==> config.mk <==
export PLATFORM = sky130hd
export DESIGN_NAME = sflash_cs_timer
export DESIGN_NICKNAME = d
export VERILOG_FILES = /design/src/rtl/sfct_pkg.sv /design/src/rtl/sfct_cs_map.sv /design/src/rtl/sfct_clkgen.sv /design/src/rtl/sfct_seq.sv /design/src/rtl/sflash_cs_timer.sv
export SDC_FILE = /design/constraint.sdc
export NUM_CORES = 1
export LEC_CHECK = 0
export ABC_AREA = 1
export CELL_PAD_IN_SITES_DETAIL_PLACEMENT = 0
export CELL_PAD_IN_SITES_GLOBAL_PLACEMENT = 1
export CORE_ASPECT_RATIO = 1.5
export CORE_MARGIN = 4
export CORE_UTILIZATION = 44
export DETAILED_ROUTE_END_ITERATION = 7
export HOLD_SLACK_MARGIN = 0.03
export PLACE_DENSITY_LB_ADDON = 0.25
export SLEW_MARGIN = 20
export SYNTH_ARGS = -nofsm -noshare
export SYNTH_HDL_FRONTEND = slang
export SYNTH_SLANG_ARGS = --single-unit
==> constraint.sdc <==
create_clock -name clk -period 5.5 [get_ports clk]
set_input_delay 0.55 -clock clk [delete_from_list [all_inputs] [get_ports clk]]
set_output_delay 0.55 -clock clk [all_outputs]
set_load 0.02 [all_outputs]
==> src/rtl/sfct_pkg.sv <==
package sfct_pkg;

  typedef enum logic [2:0] {
    ST_IDLE   = 3'd0,
    ST_SWITCH = 3'd1,
    ST_LEAD   = 3'd2,
    ST_CLK    = 3'd3,
    ST_TAIL   = 3'd4,
    ST_GAP    = 3'd5
  } sfct_state_e;

endpackage

==> src/rtl/sfct_cs_map.sv <==
module sfct_cs_map #(
  parameter int CS_W  = 4,
  parameter int SEL_W = 2
) (
  input  logic            decode,
  input  logic [CS_W-1:0] field,
  output logic [CS_W-1:0] pattern
);

  for (genvar i = 0; i < CS_W; i++) begin : g_line
    assign pattern[i] = decode ? field[i] : (field[SEL_W-1:0] != SEL_W'(i));
  end

endmodule

==> src/rtl/sfct_clkgen.sv <==
module sfct_clkgen #(
  parameter int DIV_W = 4,
  parameter int LEN_W = 6
) (
  input  logic             clk,
  input  logic             rst_n,
  input  logic             run,
  input  logic [DIV_W-1:0] div,
  input  logic             cpol,
  input  logic             cpha,
  input  logic [LEN_W-1:0] len_m1,
  output logic             sclk,
  output logic             sample_stb,
  output logic             shift_stb,
  output logic             last_edge
);

  localparam int EC_W = LEN_W + 1;

  logic [DIV_W-1:0] hc_q, hc_d;
  logic [EC_W-1:0]  ec_q, ec_d;
  logic             sclk_q, sclk_d;
  logic             smp_q, smp_d;
  logic             shf_q, shf_d;
  logic             toggle;

  assign toggle    = run && (hc_q == '0);
  assign last_edge = toggle && (ec_q == {len_m1, 1'b1});

  always_comb begin
    hc_d   = hc_q;
    ec_d   = ec_q;
    sclk_d = sclk_q;
    smp_d  = 1'b0;
    shf_d  = 1'b0;
    if (!run) begin
      hc_d   = div;
      ec_d   = '0;
      sclk_d = cpol;
    end else if (toggle) begin
      hc_d   = div;
      ec_d   = ec_q + 1'b1;
      sclk_d = ~sclk_q;
      smp_d  = (ec_q[0] == cpha);
      shf_d  = (ec_q[0] != cpha);
    end else begin
      hc_d = hc_q - 1'b1;
    end
  end

  always_ff @(posedge clk or negedge rst_n) begin
    if (!rst_n) begin
      hc_q   <= '0;
      ec_q   <= '0;
      sclk_q <= 1'b0;
      smp_q  <= 1'b0;
      shf_q  <= 1'b0;
    end else begin
      hc_q   <= hc_d;
      ec_q   <= ec_d;
      sclk_q <= sclk_d;
      smp_q  <= smp_d;
      shf_q  <= shf_d;
    end
  end

  assign sclk       = sclk_q;
  assign sample_stb = smp_q;
  assign shift_stb  = shf_q;

  a_r3_one_strobe: assert property (@(posedge clk) disable iff (!rst_n)
    !(sample_stb && shift_stb));

  a_r3_strobe_on_edge: assert property (@(posedge clk) disable iff (!rst_n)
    (sample_stb || shift_stb) |-> (sclk != $past(sclk)));

  a_r1_edge_bound: assert property (@(posedge clk) disable iff (!rst_n)
    run |-> (ec_q <= {len_m1, 1'b1}));

endmodule

==> src/rtl/sfct_seq.sv <==
module sfct_seq
  import sfct_pkg::*;
#(
  parameter int DIV_W = 4,
  parameter int DLY_W = 8,
  parameter int CNT_W = 9
) (
  input  logic             clk,
  input  logic             rst_n,
  input  logic             enable,
  input  logic             start,
  input  logic             need_switch,
  input  logic [DIV_W-1:0] div,
  input  logic [DLY_W-1:0] d_switch,
  input  logic [DLY_W-1:0] d_lead,
  input  logic [DLY_W-1:0] d_trail,
  input  logic [DLY_W-1:0] d_gap,
  input  logic             last_edge,
  output sfct_state_e      state,
  output logic             done
);

  sfct_state_e      st_q, st_d;
  logic [CNT_W-1:0] cnt_q, cnt_d;
  logic             done_d;
  logic [CNT_W-1:0] period;

  // one serial clock period in reference cycles
  assign period = (CNT_W'(div) + 1'b1) << 1;

  always_comb begin
    st_d   = st_q;
    cnt_d  = (cnt_q != '0) ? cnt_q - 1'b1 : cnt_q;
    done_d = 1'b0;
    unique case (st_q)
      ST_IDLE: begin
        if (enable && start) begin
          if (need_switch && (d_switch != '0)) begin
            st_d  = ST_SWITCH;
            cnt_d = CNT_W'(d_switch) - 1'b1;
          end else begin
            st_d  = ST_LEAD;
            cnt_d = CNT_W'(d_lead);
          end
        end
      end
      ST_SWITCH: begin
        if (cnt_q == '0) begin
          st_d  = ST_LEAD;
          cnt_d = CNT_W'(d_lead);
        end
      end
      ST_LEAD: begin
        if (cnt_q == '0) st_d = ST_CLK;
      end
      ST_CLK: begin
        if (last_edge) begin
          st_d  = ST_TAIL;
          cnt_d = CNT_W'(d_trail) + period + CNT_W'(2);
        end
      end
      ST_TAIL: begin
        if (cnt_q == '0) begin
          st_d  = ST_GAP;
          cnt_d = CNT_W'(d_gap) + period;
        end
      end
      ST_GAP: begin
        if (cnt_q == '0) begin
          st_d   = ST_IDLE;
          done_d = 1'b1;
        end
      end
      default: st_d = ST_IDLE;
    endcase
    if ((st_q != ST_IDLE) && !enable) begin
      st_d   = ST_IDLE;
      cnt_d  = '0;
      done_d = 1'b0;
    end
  end

  always_ff @(posedge clk or negedge rst_n) begin
    if (!rst_n) begin
      st_q  <= ST_IDLE;
      cnt_q <= '0;
      done  <= 1'b0;
    end else begin
      st_q  <= st_d;
      cnt_q <= cnt_d;
      done  <= done_d;
    end
  end

  assign state = st_q;

  a_r7_done_single: assert property (@(posedge clk) disable iff (!rst_n)
    done |=> !done);

  a_r10_done_in_idle: assert property (@(posedge clk) disable iff (!rst_n)
    done |-> (state == ST_IDLE));

  a_r9_abort: assert property (@(posedge clk) disable iff (!rst_n)
    ((state != ST_IDLE) && !enable) |=> (state == ST_IDLE) && !done);

endmodule

==> src/rtl/sflash_cs_timer.sv <==
module sflash_cs_timer
  import sfct_pkg::*;
#(
  parameter int DIV_W = 4,
  parameter int DLY_W = 8,
  parameter int CS_W  = 4,
  parameter int LEN_W = 6
) (
  input  logic             clk,
  input  logic             rst_n,
  input  logic             enable,
  input  logic             start,
  input  logic [DIV_W-1:0] cfg_div,
  input  logic             cfg_cpol,
  input  logic             cfg_cpha,
  input  logic             cfg_decode,
  input  logic [CS_W-1:0]  cfg_cs,
  input  logic [LEN_W-1:0] cfg_len,
  input  logic [DLY_W-1:0] cfg_lead,
  input  logic [DLY_W-1:0] cfg_trail,
  input  logic [DLY_W-1:0] cfg_gap,
  input  logic [DLY_W-1:0] cfg_switch,
  output logic             sclk,
  output logic [CS_W-1:0]  cs_n,
  output logic             sample_stb,
  output logic             shift_stb,
  output logic             done,
  output logic             idle
);

  localparam int SEL_W = (CS_W > 1) ? $clog2(CS_W) : 1;
  localparam int CNT_W = $clog2((1 << DLY_W) + (4 << DIV_W) + 4);

  sfct_state_e state;
  logic        in_idle, in_clk, active, accept;

  // shadow configuration, captured only while idle
  logic [DIV_W-1:0] div_q;
  logic             cpol_q, cpha_q, dec_q;
  logic [CS_W-1:0]  cs_q;
  logic [LEN_W-1:0] len_q;
  logic [DLY_W-1:0] lead_q, trail_q, gap_q, sw_q;

  logic [DIV_W-1:0] div_e;
  logic             cpol_e, cpha_e, dec_e;
  logic [CS_W-1:0]  cs_e;
  logic [LEN_W-1:0] len_e;
  logic [DLY_W-1:0] lead_e, trail_e, gap_e, sw_e;

  logic [CS_W-1:0]  pattern;
  logic [CS_W-1:0]  last_pat_q;
  logic             last_vld_q;
  logic             need_switch;
  logic             last_edge;

  assign in_idle = (state == ST_IDLE);
  assign in_clk  = (state == ST_CLK);
  assign active  = (state == ST_LEAD) || (state == ST_CLK) || (state == ST_TAIL);
  assign accept  = in_idle && enable && start;

  always_ff @(posedge clk or negedge rst_n) begin
    if (!rst_n) begin
      div_q   <= '0;
      cpol_q  <= 1'b0;
      cpha_q  <= 1'b0;
      dec_q   <= 1'b0;
      cs_q    <= '0;
      len_q   <= '0;
      lead_q  <= '0;
      trail_q <= '0;
      gap_q   <= '0;
      sw_q    <= '0;
    end else if (in_idle) begin
      div_q   <= cfg_div;
      cpol_q  <= cfg_cpol;
      cpha_q  <= cfg_cpha;
      dec_q   <= cfg_decode;
      cs_q    <= cfg_cs;
      len_q   <= cfg_len;
      lead_q  <= cfg_lead;
      trail_q <= cfg_trail;
      gap_q   <= cfg_gap;
      sw_q    <= cfg_switch;
    end
  end

  assign div_e   = in_idle ? cfg_div    : div_q;
  assign cpol_e  = in_idle ? cfg_cpol   : cpol_q;
  assign cpha_e  = in_idle ? cfg_cpha   : cpha_q;
  assign dec_e   = in_idle ? cfg_decode : dec_q;
  assign cs_e    = in_idle ? cfg_cs     : cs_q;
  assign len_e   = in_idle ? cfg_len    : len_q;
  assign lead_e  = in_idle ? cfg_lead   : lead_q;
  assign trail_e = in_idle ? cfg_trail  : trail_q;
  assign gap_e   = in_idle ? cfg_gap    : gap_q;
  assign sw_e    = in_idle ? cfg_switch : sw_q;

  sfct_cs_map #(.CS_W(CS_W), .SEL_W(SEL_W)) u_map (
    .decode  (dec_e),
    .field   (cs_e),
    .pattern (pattern)
  );

  always_ff @(posedge clk or negedge rst_n) begin
    if (!rst_n) begin
      last_pat_q <= '1;
      last_vld_q <= 1'b0;
    end else if (accept) begin
      last_pat_q <= pattern;
      last_vld_q <= 1'b1;
    end
  end

  assign need_switch = last_vld_q && (pattern != last_pat_q);

  sfct_clkgen #(.DIV_W(DIV_W), .LEN_W(LEN_W)) u_clk (
    .clk        (clk),
    .rst_n      (rst_n),
    .run        (in_clk),
    .div        (div_e),
    .cpol       (cpol_e),
    .cpha       (cpha_e),
    .len_m1     (len_e),
    .sclk       (sclk),
    .sample_stb (sample_stb),
    .shift_stb  (shift_stb),
    .last_edge  (last_edge)
  );

  sfct_seq #(.DIV_W(DIV_W), .DLY_W(DLY_W), .CNT_W(CNT_W)) u_seq (
    .clk         (clk),
    .rst_n       (rst_n),
    .enable      (enable),
    .start       (start),
    .need_switch (need_switch),
    .div         (div_e),
    .d_switch    (sw_e),
    .d_lead      (lead_e),
    .d_trail     (trail_e),
    .d_gap       (gap_e),
    .last_edge   (last_edge),
    .state       (state),
    .done        (done)
  );

  assign cs_n = active ? pattern : '1;
  assign idle = in_idle;

  a_r4_cs_stable: assert property (@(posedge clk) disable iff (!rst_n)
    (active && $past(active)) |-> $stable(cs_n));

  a_r4_single_line: assert property (@(posedge clk) disable iff (!rst_n)
    (active && !dec_e) |-> ($countones(~cs_n) == 1));

  a_r11_div_hold: assert property (@(posedge clk) disable iff (!rst_n)
    (!in_idle && !$past(in_idle)) |-> $stable(div_e));

  a_r2_rest_level: assert property (@(posedge clk) disable iff (!rst_n)
    !$past(in_clk) |-> (sclk == $past(cpol_e)));

endmodule

==> results.txt, run 1 <==
----------------------------------------------------
[Routing]
  Remaining routing DRC violations ... 0
  Post-detailed-route count of antenna-violating nets ... 0
  Via count ... 4536
  Via density ... 5.03
  Post-detailed-route wirelength per cell ... 14.2 um
  Drt first-iter violations ... 294
  Detailed-route wire length ... ~13000 um
  First-pass DRT Iterations ... 6

[Timing]
  Slew headroom ... 48.9%
  Worst hold slack ... 252 ps
  Setup TNS ... 0 ps
  Fin Clk Skew ... 4.98 ps
  Final setup violation count ... 0
  Worst Tran Pin Value ... 766 ps
  RSZ-0062 raised after global routing ... no
  Min Clock Period, post-route ... roughly 4300 ps
  Post-route fraction of the period consumed by the critical path ... 78.5%
  Maximum clock frequency ... 0.231 GHz
  Final-report max-slew violation count ... 0
  Final hold viol count ... 0

[Die]
  Count of pins on the block boundary ... 62
  Die width ... 95.9 um
  Number of placement rows ... 47
  Die extent in y ... 140 um
  Effective utilization at floorplan ... between 40% and 50%
  Core Footprint ... 0.0112 mm^2
  Die Area ... 0.0134 mm^2

[GRT]
  Largest net degree at the start of global routing ... 82
  Number of antenna violations at the first check in global routing ... 0
  Global-route usage over all layers ... 20.7%
  Total congestion overflow ... 0
  Via count of the first global-routing pass ... 4717
  Global-route wire length before repair ... 22200 um

[Setup path]
  Data arrival, critical path ... 4600 ps
  Setup slack, reg-to-reg ... 1180 ps
  Crit path launch type ... flip-flop
  Worst Setup SP ... u_seq.state[0]
  Worst EP required ... 5780 ps
  Worst-path maximum fanout ... 37
  Kind of end point of the critical path ... flip-flop
  Startpoint of the worst-slack reg-to-reg timing path ... u_seq.state[0]
  Critical setup path kind ... flip-flop to flip-flop

[Clocking]
  Cell at the root of the clock tree ... sky130_fd_sc_hd__clkbuf_16
  Number of post-CTS setup repair buffers ... 0
  Clock Sink Count ... about 80
  Total of hold buffers inserted after clock tree synthesis ... 0
  Insertion delay to the later sink of the worst-skew pair ... 340 ps
  Post-cts gate resize count ... 0
  CTS tree ... built
  TritonCTS Buffers ... 9
  Clock H-tree levels ... 3
  Number of buffers between clock root and the deepest sink ... 2
  Reg clk slew, reported paths ... 60 ps

[Flow run]
  Total of max-cap violations ... 0

[Synthesis]
  Avg Inst Size Synth ... 7.36 um^2
  Total of flip-flops plus latches after synthesis ... 81
  Cells after synthesis ... around 700
  Synthesized cell area ... 0.00510 mm^2
  Library cells used by synthesis ... 41
  Synthesized Nets ... between 700 and 800
  Yosys warning count ... 0
  Fraction of the yosys area taken by sequential cells ... 39.9%

[Place]
  Number of buffers inserted by port buffering ... 61
  Global placement routability congestion ... ~0.86
  HPWL after detailed placement ... around 9400 um
  Area after DPL ... ~0.0058 mm^2
  Total placed cells including tap cells ... around 890

[Finish]
  Fraction of layout cells with a size suffix above 1 ... ~9.0%
  Cell area after layout ... a little over 0.006 mm^2
  Post-layout net count ... 826
  Utilization of the core after routing ... a little over half
  Final non-filler cell total ... approximately 900
  ANT cells ... 0
  Growth of design area from synthesis to finish ... 19.3%

[Min path]
  Hold crit path type ... input port to asynchronous set/reset pin

[Outcome]
  Run status ... complete, no violations

[Power]
  Leakage power ... 3.07 nW
  Peak supply drop ... 0.429 mV
  Power Dens Cells ... 723 mW/mm^2

----------------------------------------------------
==> metrics by stage <==
stage	total power, mW	setup slack, ps
2_1_floorplan	3.13	1890
3_3_place_gp	3.71	1370
3_5_place_dp	3.78	1170
4_1_cts	4.42	1150
5_1_grt	4.88	649
6_report	4.40	1180
==> cells in the final DEF, fill, tap and decap left out, types with 2 or more instances in the layout <==
master / instances
sky130_fd_sc_hd__dfrtp_1: 77
sky130_fd_sc_hd__clkbuf_16: 9
sky130_fd_sc_hd__o22ai_1: 2
sky130_fd_sc_hd__clkinv_2: 4
sky130_fd_sc_hd__nor2_1: 42
sky130_fd_sc_hd__o21ai_1: 11
sky130_fd_sc_hd__nand4_1: 3
sky130_fd_sc_hd__fa_1: 2
sky130_fd_sc_hd__a21oi_1: 22
sky130_fd_sc_hd__dfstp_2: 4
sky130_fd_sc_hd__clkdlybuf4s50_1: 60
sky130_fd_sc_hd__nand2_2: 12
sky130_fd_sc_hd__or2_2: 11
sky130_fd_sc_hd__nand3b_1: 3
sky130_fd_sc_hd__a21oi_4: 2
sky130_fd_sc_hd__o21ai_2: 5
sky130_fd_sc_hd__nand2_4: 3
sky130_fd_sc_hd__nor2_2: 5
sky130_fd_sc_hd__o21ai_0: 42
sky130_fd_sc_hd__nand3_1: 55
sky130_fd_sc_hd__inv_2: 4
sky130_fd_sc_hd__o211ai_1: 3
sky130_fd_sc_hd__inv_1: 96
sky130_fd_sc_hd__nand2_1: 213
sky130_fd_sc_hd__xnor2_1: 7
sky130_fd_sc_hd__ha_1: 21
sky130_fd_sc_hd__xor2_1: 12
sky130_fd_sc_hd__nor3_1: 9
==> worst max-delay path: stages (launching register included) <==
cell and delay [ps]:
sky130_fd_sc_hd__dfrtp_1 450, sky130_fd_sc_hd__nor2_2 370, sky130_fd_sc_hd__nand2_2 420, sky130_fd_sc_hd__inv_2 630, sky130_fd_sc_hd__nand2_1 120, sky130_fd_sc_hd__nand2_1 180, sky130_fd_sc_hd__nand3_1 110, sky130_fd_sc_hd__xor2_1 250
sky130_fd_sc_hd__ha_1 300, sky130_fd_sc_hd__ha_1 370, sky130_fd_sc_hd__a21oi_1 150, sky130_fd_sc_hd__nand2_1 90, sky130_fd_sc_hd__a21o_1 170, sky130_fd_sc_hd__a21oi_1 150, sky130_fd_sc_hd__xor2_1 160, sky130_fd_sc_hd__nand2_1 60
sky130_fd_sc_hd__nand2_1 60, sky130_fd_sc_hd__inv_1 40, sky130_fd_sc_hd__nand3_1 60, sky130_fd_sc_hd__nand2_1 50, sky130_fd_sc_hd__inv_1 60
==> cells in the mapped netlist (all sizes together) <==
cell type  number  share of area [%]
nor3           10                1.1
nor3b           1               0.15
fa              2               0.79
o21a            1               0.15
nand3b          3               0.44
a31oi           1               0.12
o22ai           2               0.25
ha             21                5.2
nand2         228                 18
a21o            1               0.15
dfstp           4                2.1
xnor2           7                1.2
or2            11                1.4
clkbuf          6               0.44
a21boi          1               0.15
o21ai          58                6.1
nor2           48                3.9
buf            10                1.6
xor2           12                2.1
nand4           3               0.37
nor4            1               0.12
dfrtp          77                 38
inv           100                7.4
a21oi          25                3.0
o211ai          3               0.44
nand3          57                5.9
==> power by group <==
part	leakage [nW]	internal (mW)	switching (mW)
combinational	1.94	1.01	1.82
sequential	0.981	0.866	0.106
clock	0.146	0.350	0.252
total	3.07	2.22	2.17
==> worst paths after layout <==
kind | end | depth (start not counted)
min reg2reg | gap_q[1] | 2
max | u_seq.cnt_q[7] | 20
max in group asynchronous | cpol_q | 1
max reg2reg | u_seq.cnt_q[7] | 20
min | sw_q[4] | 1
min in group clk | gap_q[1] | 2
==> state kept, by name, summed over array words and instances, names as in the netlist, 3 cells and up <==
signal,cells
div_q,4
trail_q,8
gap_q,8
lead_q,8
u_seq.state,3
last_pat_q,4
len_q,6
sw_q,8
u_seq.cnt_q,9
u_clk.ec_q,7
u_clk.hc_q,4
cs_q,4
==> routing by layer <==
metal  share of wire, %  up-vias  GRT usage, %  routed length (um)
met5                  0        -             0                   0
met4                1.8        0          6.07                 229
met3                4.1       26          3.19                 525
met2                 50      114          36.0                6470
met1                 44     2098          26.1                5620
li1                   -     2298             -                   -
==> cell families after synthesis <==
group	after synthesis	share of synthesized area [%]
AO/OA/AOI/OAI	92	10.3
adder cells (fa/ha/maj)	23	5.94
AND/OR/NAND/NOR	362	31.2
XOR/XNOR	19	3.26
buffers and inverters	116	9.45
flip-flops	81	39.9
==> area by class of cell <==
cell class / instances / area (um^2)
Fill cell: 1106 / 5090
Multi-Input combinational cell: 496 / 2580
Sequential cell: 81 / 2030
Timing Repair Buffer: 62 / 619
Inverter: 100 / 375
Clock buffer: 10 / 229
Tap cell: 147 / 184
Clock inverter: 6 / 58.8
No activity file was read; power rests on OpenSTA's default activity.
==> run 2, diff against run 1 <==
--- a/config.mk
+++ b/config.mk
@@ -10,7 +10,7 @@
 export CELL_PAD_IN_SITES_GLOBAL_PLACEMENT = 1
 export CORE_ASPECT_RATIO = 1.5
 export CORE_MARGIN = 4
-export CORE_UTILIZATION = 44
+export CORE_UTILIZATION = 41
 export DETAILED_ROUTE_END_ITERATION = 7
 export HOLD_SLACK_MARGIN = 0.03
 export PLACE_DENSITY_LB_ADDON = 0.25
==> constraint.sdc (replaced) <==
create_clock -name clk -period 4.3 [get_ports clk]
set_input_delay 0.43 -clock clk [delete_from_list [all_inputs] [get_ports clk]]
set_output_delay 0.43 -clock clk [all_outputs]
set_load 0.02 [all_outputs]
==> run 2 against run 1 <==
Final cell count grew 0.89%. Register-to-register slack lost 740 ps. Total power grew 28%. Critical endpoint is now u_seq.cnt_q[6].
==> results.txt, run 2 (synthesis gave the netlist of run 1 again) <==
----------------------------------------------------
[Finish]
  Fraction of layout cells with a size suffix above 1 ... 9.25% (was 9.01%)
  Post-layout net count ... 828 (was 826)
  Cell area after layout ... 0.00614 mm^2 (was 0.00608 mm^2)
  Largest register FFs ... 9 (unchanged)
  Most frequent cells in the layout ... sky130_fd_sc_hd__nand2_1, sky130_fd_sc_hd__inv_1, sky130_fd_sc_hd__dfrtp_1 (unchanged)
  Most common cell after layout, fill and taps aside ... sky130_fd_sc_hd__nand2_1 (unchanged)
  Register ranked first by flip-flop count ... u_seq.cnt_q (unchanged)
  Growth of design area from synthesis to finish ... 20.4% (was 19.3%)
  ANT cells ... 0 (unchanged)
  Number of filler instances in the final layout ... 1195 (was 1106)

[Routing]
  Remaining routing DRC violations ... 0 (unchanged)
  Via density ... 4.85 (was 5.03)
  Detailed-route wire length ... 12500 um (was 12900 um)
  Post-detailed-route wirelength per cell ... 13.7 um (was 14.2 um)
  Drt first-iter violations ... 206 (was 294)
  Post-detailed-route count of antenna-violating nets ... 0 (unchanged)
  First-pass DRT Iterations ... 5 (was 6)
  Via count ... 4410 (was 4536)

[Setup path]
  Startpoint of the worst-slack reg-to-reg timing path ... u_seq.state[2] (was u_seq.state[0])
  Crit path launch type ... flip-flop (unchanged)
  Number of cells on the worst reg-to-reg path ... 15 (was 20)
  Setup slack, reg-to-reg ... 440 ps (was 1180 ps)
  Worst EP required ... 4530 ps (was 5780 ps)
  Worst-path maximum fanout ... 21 (was 37)
  Kind of end point of the critical path ... flip-flop (unchanged)
  Critical setup path kind ... flip-flop to flip-flop (unchanged)
  Worst Setup SP ... u_seq.state[2] (was u_seq.state[0])
  Data arrival, critical path ... 4080 ps (was 4600 ps)

[Place]
  Area after DPL ... 0.00581 mm^2 (was 0.00579 mm^2)
  Post-Place Worst Slack ... 455 ps (was 1170 ps)
  Global placement routability congestion ... 0.868 (was 0.858)
  Number of buffers inserted by port buffering ... 61 (unchanged)
  HPWL after detailed placement ... 9350 um (was 9420 um)

[GRT]
  Global-route usage over all layers ... 18.3% (was 20.7%)
  GRT busiest layer ... met2 (unchanged)
  Number of antenna violations at the first check in global routing ... 0 (unchanged)
  Met3 layer usage reported by global route ... 3.43% (was 3.19%)
  Via count of the first global-routing pass ... 4400 (was 4717)
  Met1 Track Usage GR ... 22.8% (was 26.1%)
  Total congestion overflow ... 0 (unchanged)
  Met2 track demand over resource ... 31.9% (was 36.0%)
  Largest net degree at the start of global routing ... 82 (unchanged)
  Global-route wire length before repair ... 21100 um (was 22200 um)

[Die]
  Count of pins on the block boundary ... 62 (unchanged)
  Number of placement rows ... 49 (was 47)
  Die width ... 99.0 um (was 95.9 um)
  Die extent in y ... 145 um (was 140 um)
  Core Footprint ... 0.0121 mm^2 (was 0.0112 mm^2)
  Die Area ... 0.0143 mm^2 (was 0.0134 mm^2)
  Effective utilization at floorplan ... 42.2% (was 45.6%)

[Clocking]
  Total of hold buffers inserted after clock tree synthesis ... 0 (unchanged)
  Insertion delay to the later sink of the worst-skew pair ... 340 ps (about the same)
  Clock H-tree levels ... 3 (unchanged)
  Number of buffers between clock root and the deepest sink ... 2 (unchanged)
  Clock Sink Count ... 81 (unchanged)
  Cell at the root of the clock tree ... sky130_fd_sc_hd__clkbuf_16 (unchanged)
  TritonCTS Buffers ... 9 (unchanged)
  Number of post-CTS setup repair buffers ... 0 (unchanged)
  Reg clk slew, reported paths ... 70 ps (was 60 ps)
  CTS tree ... built (unchanged)
  Post-cts gate resize count ... 0 (unchanged)

[Min path]
  Hold crit path type ... input port to asynchronous set/reset pin (unchanged)

[Timing]
  Slew headroom ... 47.4% (was 48.9%)
  Final setup violation count ... 0 (unchanged)
  Worst hold slack ... 104 ps (was 252 ps)
  Maximum clock frequency ... 0.259 GHz (was 0.231 GHz)
  Worst Tran Pin Value ... 789 ps (was 766 ps)
  Final hold viol count ... 0 (unchanged)
  Fin Clk Skew ... 6.21 ps (was 4.98 ps)
  Min Clock Period, post-route ... 3860 ps (was 4320 ps)
  Final-report max-slew violation count ... 0 (unchanged)
  Setup TNS ... 0 ps (unchanged)
  Final worst setup slack ... 442 ps (was 1180 ps)
  RSZ-0062 raised after global routing ... no (unchanged)
  Post-route fraction of the period consumed by the critical path ... 89.7% (was 78.5%)

[Power]
  Peak supply drop ... 0.406 mV (was 0.429 mV)
  Power after layout ... 5.63 mW (was 4.40 mW)
  Leakage power ... 3.08 nW (was 3.07 nW)
  Power Dens Cells ... 917 mW/mm^2 (was 723 mW/mm^2)

[Outcome]
  Run status ... complete, no violations (unchanged)

[Flow run]
  Total of max-cap violations ... 0 (unchanged)

----------------------------------------------------
==> run 2: worst paths after layout <==
path,endpoint
max,u_seq.cnt_q[6]
min,sw_q[3]
max reg2reg,u_seq.cnt_q[6]
min reg2reg,u_clk.hc_q[0]
max in group asynchronous,div_q[2]
min in group clk,u_clk.hc_q[0]
==> run 2: per-stage QoR <==
step,util [%],std cells
after floorplan,-,693
after detailed placement,48.1,894
after CTS,50.8,910
final,50.8,910
after global routing,50.8,910
after global placement,48.1,894
==> run 2: area by class of cell <==
class                           instances  area, um^2  area share (%)
Multi-Input combinational cell        496        2580            42.1
Sequential cell                        81        2030            33.1
Timing Repair Buffer                   64         634            10.3
Inverter                              100         375            6.12
Clock buffer                           10         229            3.73
Tap cell                              153         191            3.12
Clock inverter                          6        91.3            1.49
==> run 2: power breakdown <==
| part | leakage [nW] | internal [mW] | switching, mW |
|---|---|---|---|
| logic | 1.95 | 1.29 | 2.27 |
| registers | 0.981 | 1.11 | 0.131 |
| clock network | 0.145 | 0.511 | 0.324 |
| total | 3.08 | 2.91 | 2.72 |
==> run 2: per-layer routing <==
metal / vias up / wire [um]
met2: 89 / 6190
met3: 13 / 523
met4: 0 / 206
met5: - / 0
li1: 2303 / -
met1: 2005 / 5580
==> run 2: worst max-delay path: stages (launching register included) <==
cell and delay, ps:
sky130_fd_sc_hd__dfrtp_1 440, sky130_fd_sc_hd__inv_2 210, sky130_fd_sc_hd__nand2_2 300, sky130_fd_sc_hd__o21ai_0 610, sky130_fd_sc_hd__ha_1 400, sky130_fd_sc_hd__ha_1 310
sky130_fd_sc_hd__ha_1 180, sky130_fd_sc_hd__inv_1 60, sky130_fd_sc_hd__fa_1 390, sky130_fd_sc_hd__o21ai_0 300, sky130_fd_sc_hd__xnor2_1 160, sky130_fd_sc_hd__nor2_1 60
sky130_fd_sc_hd__nor2_1 120, sky130_fd_sc_hd__nand3_1 80, sky130_fd_sc_hd__nand2_1 60, sky130_fd_sc_hd__inv_1 50
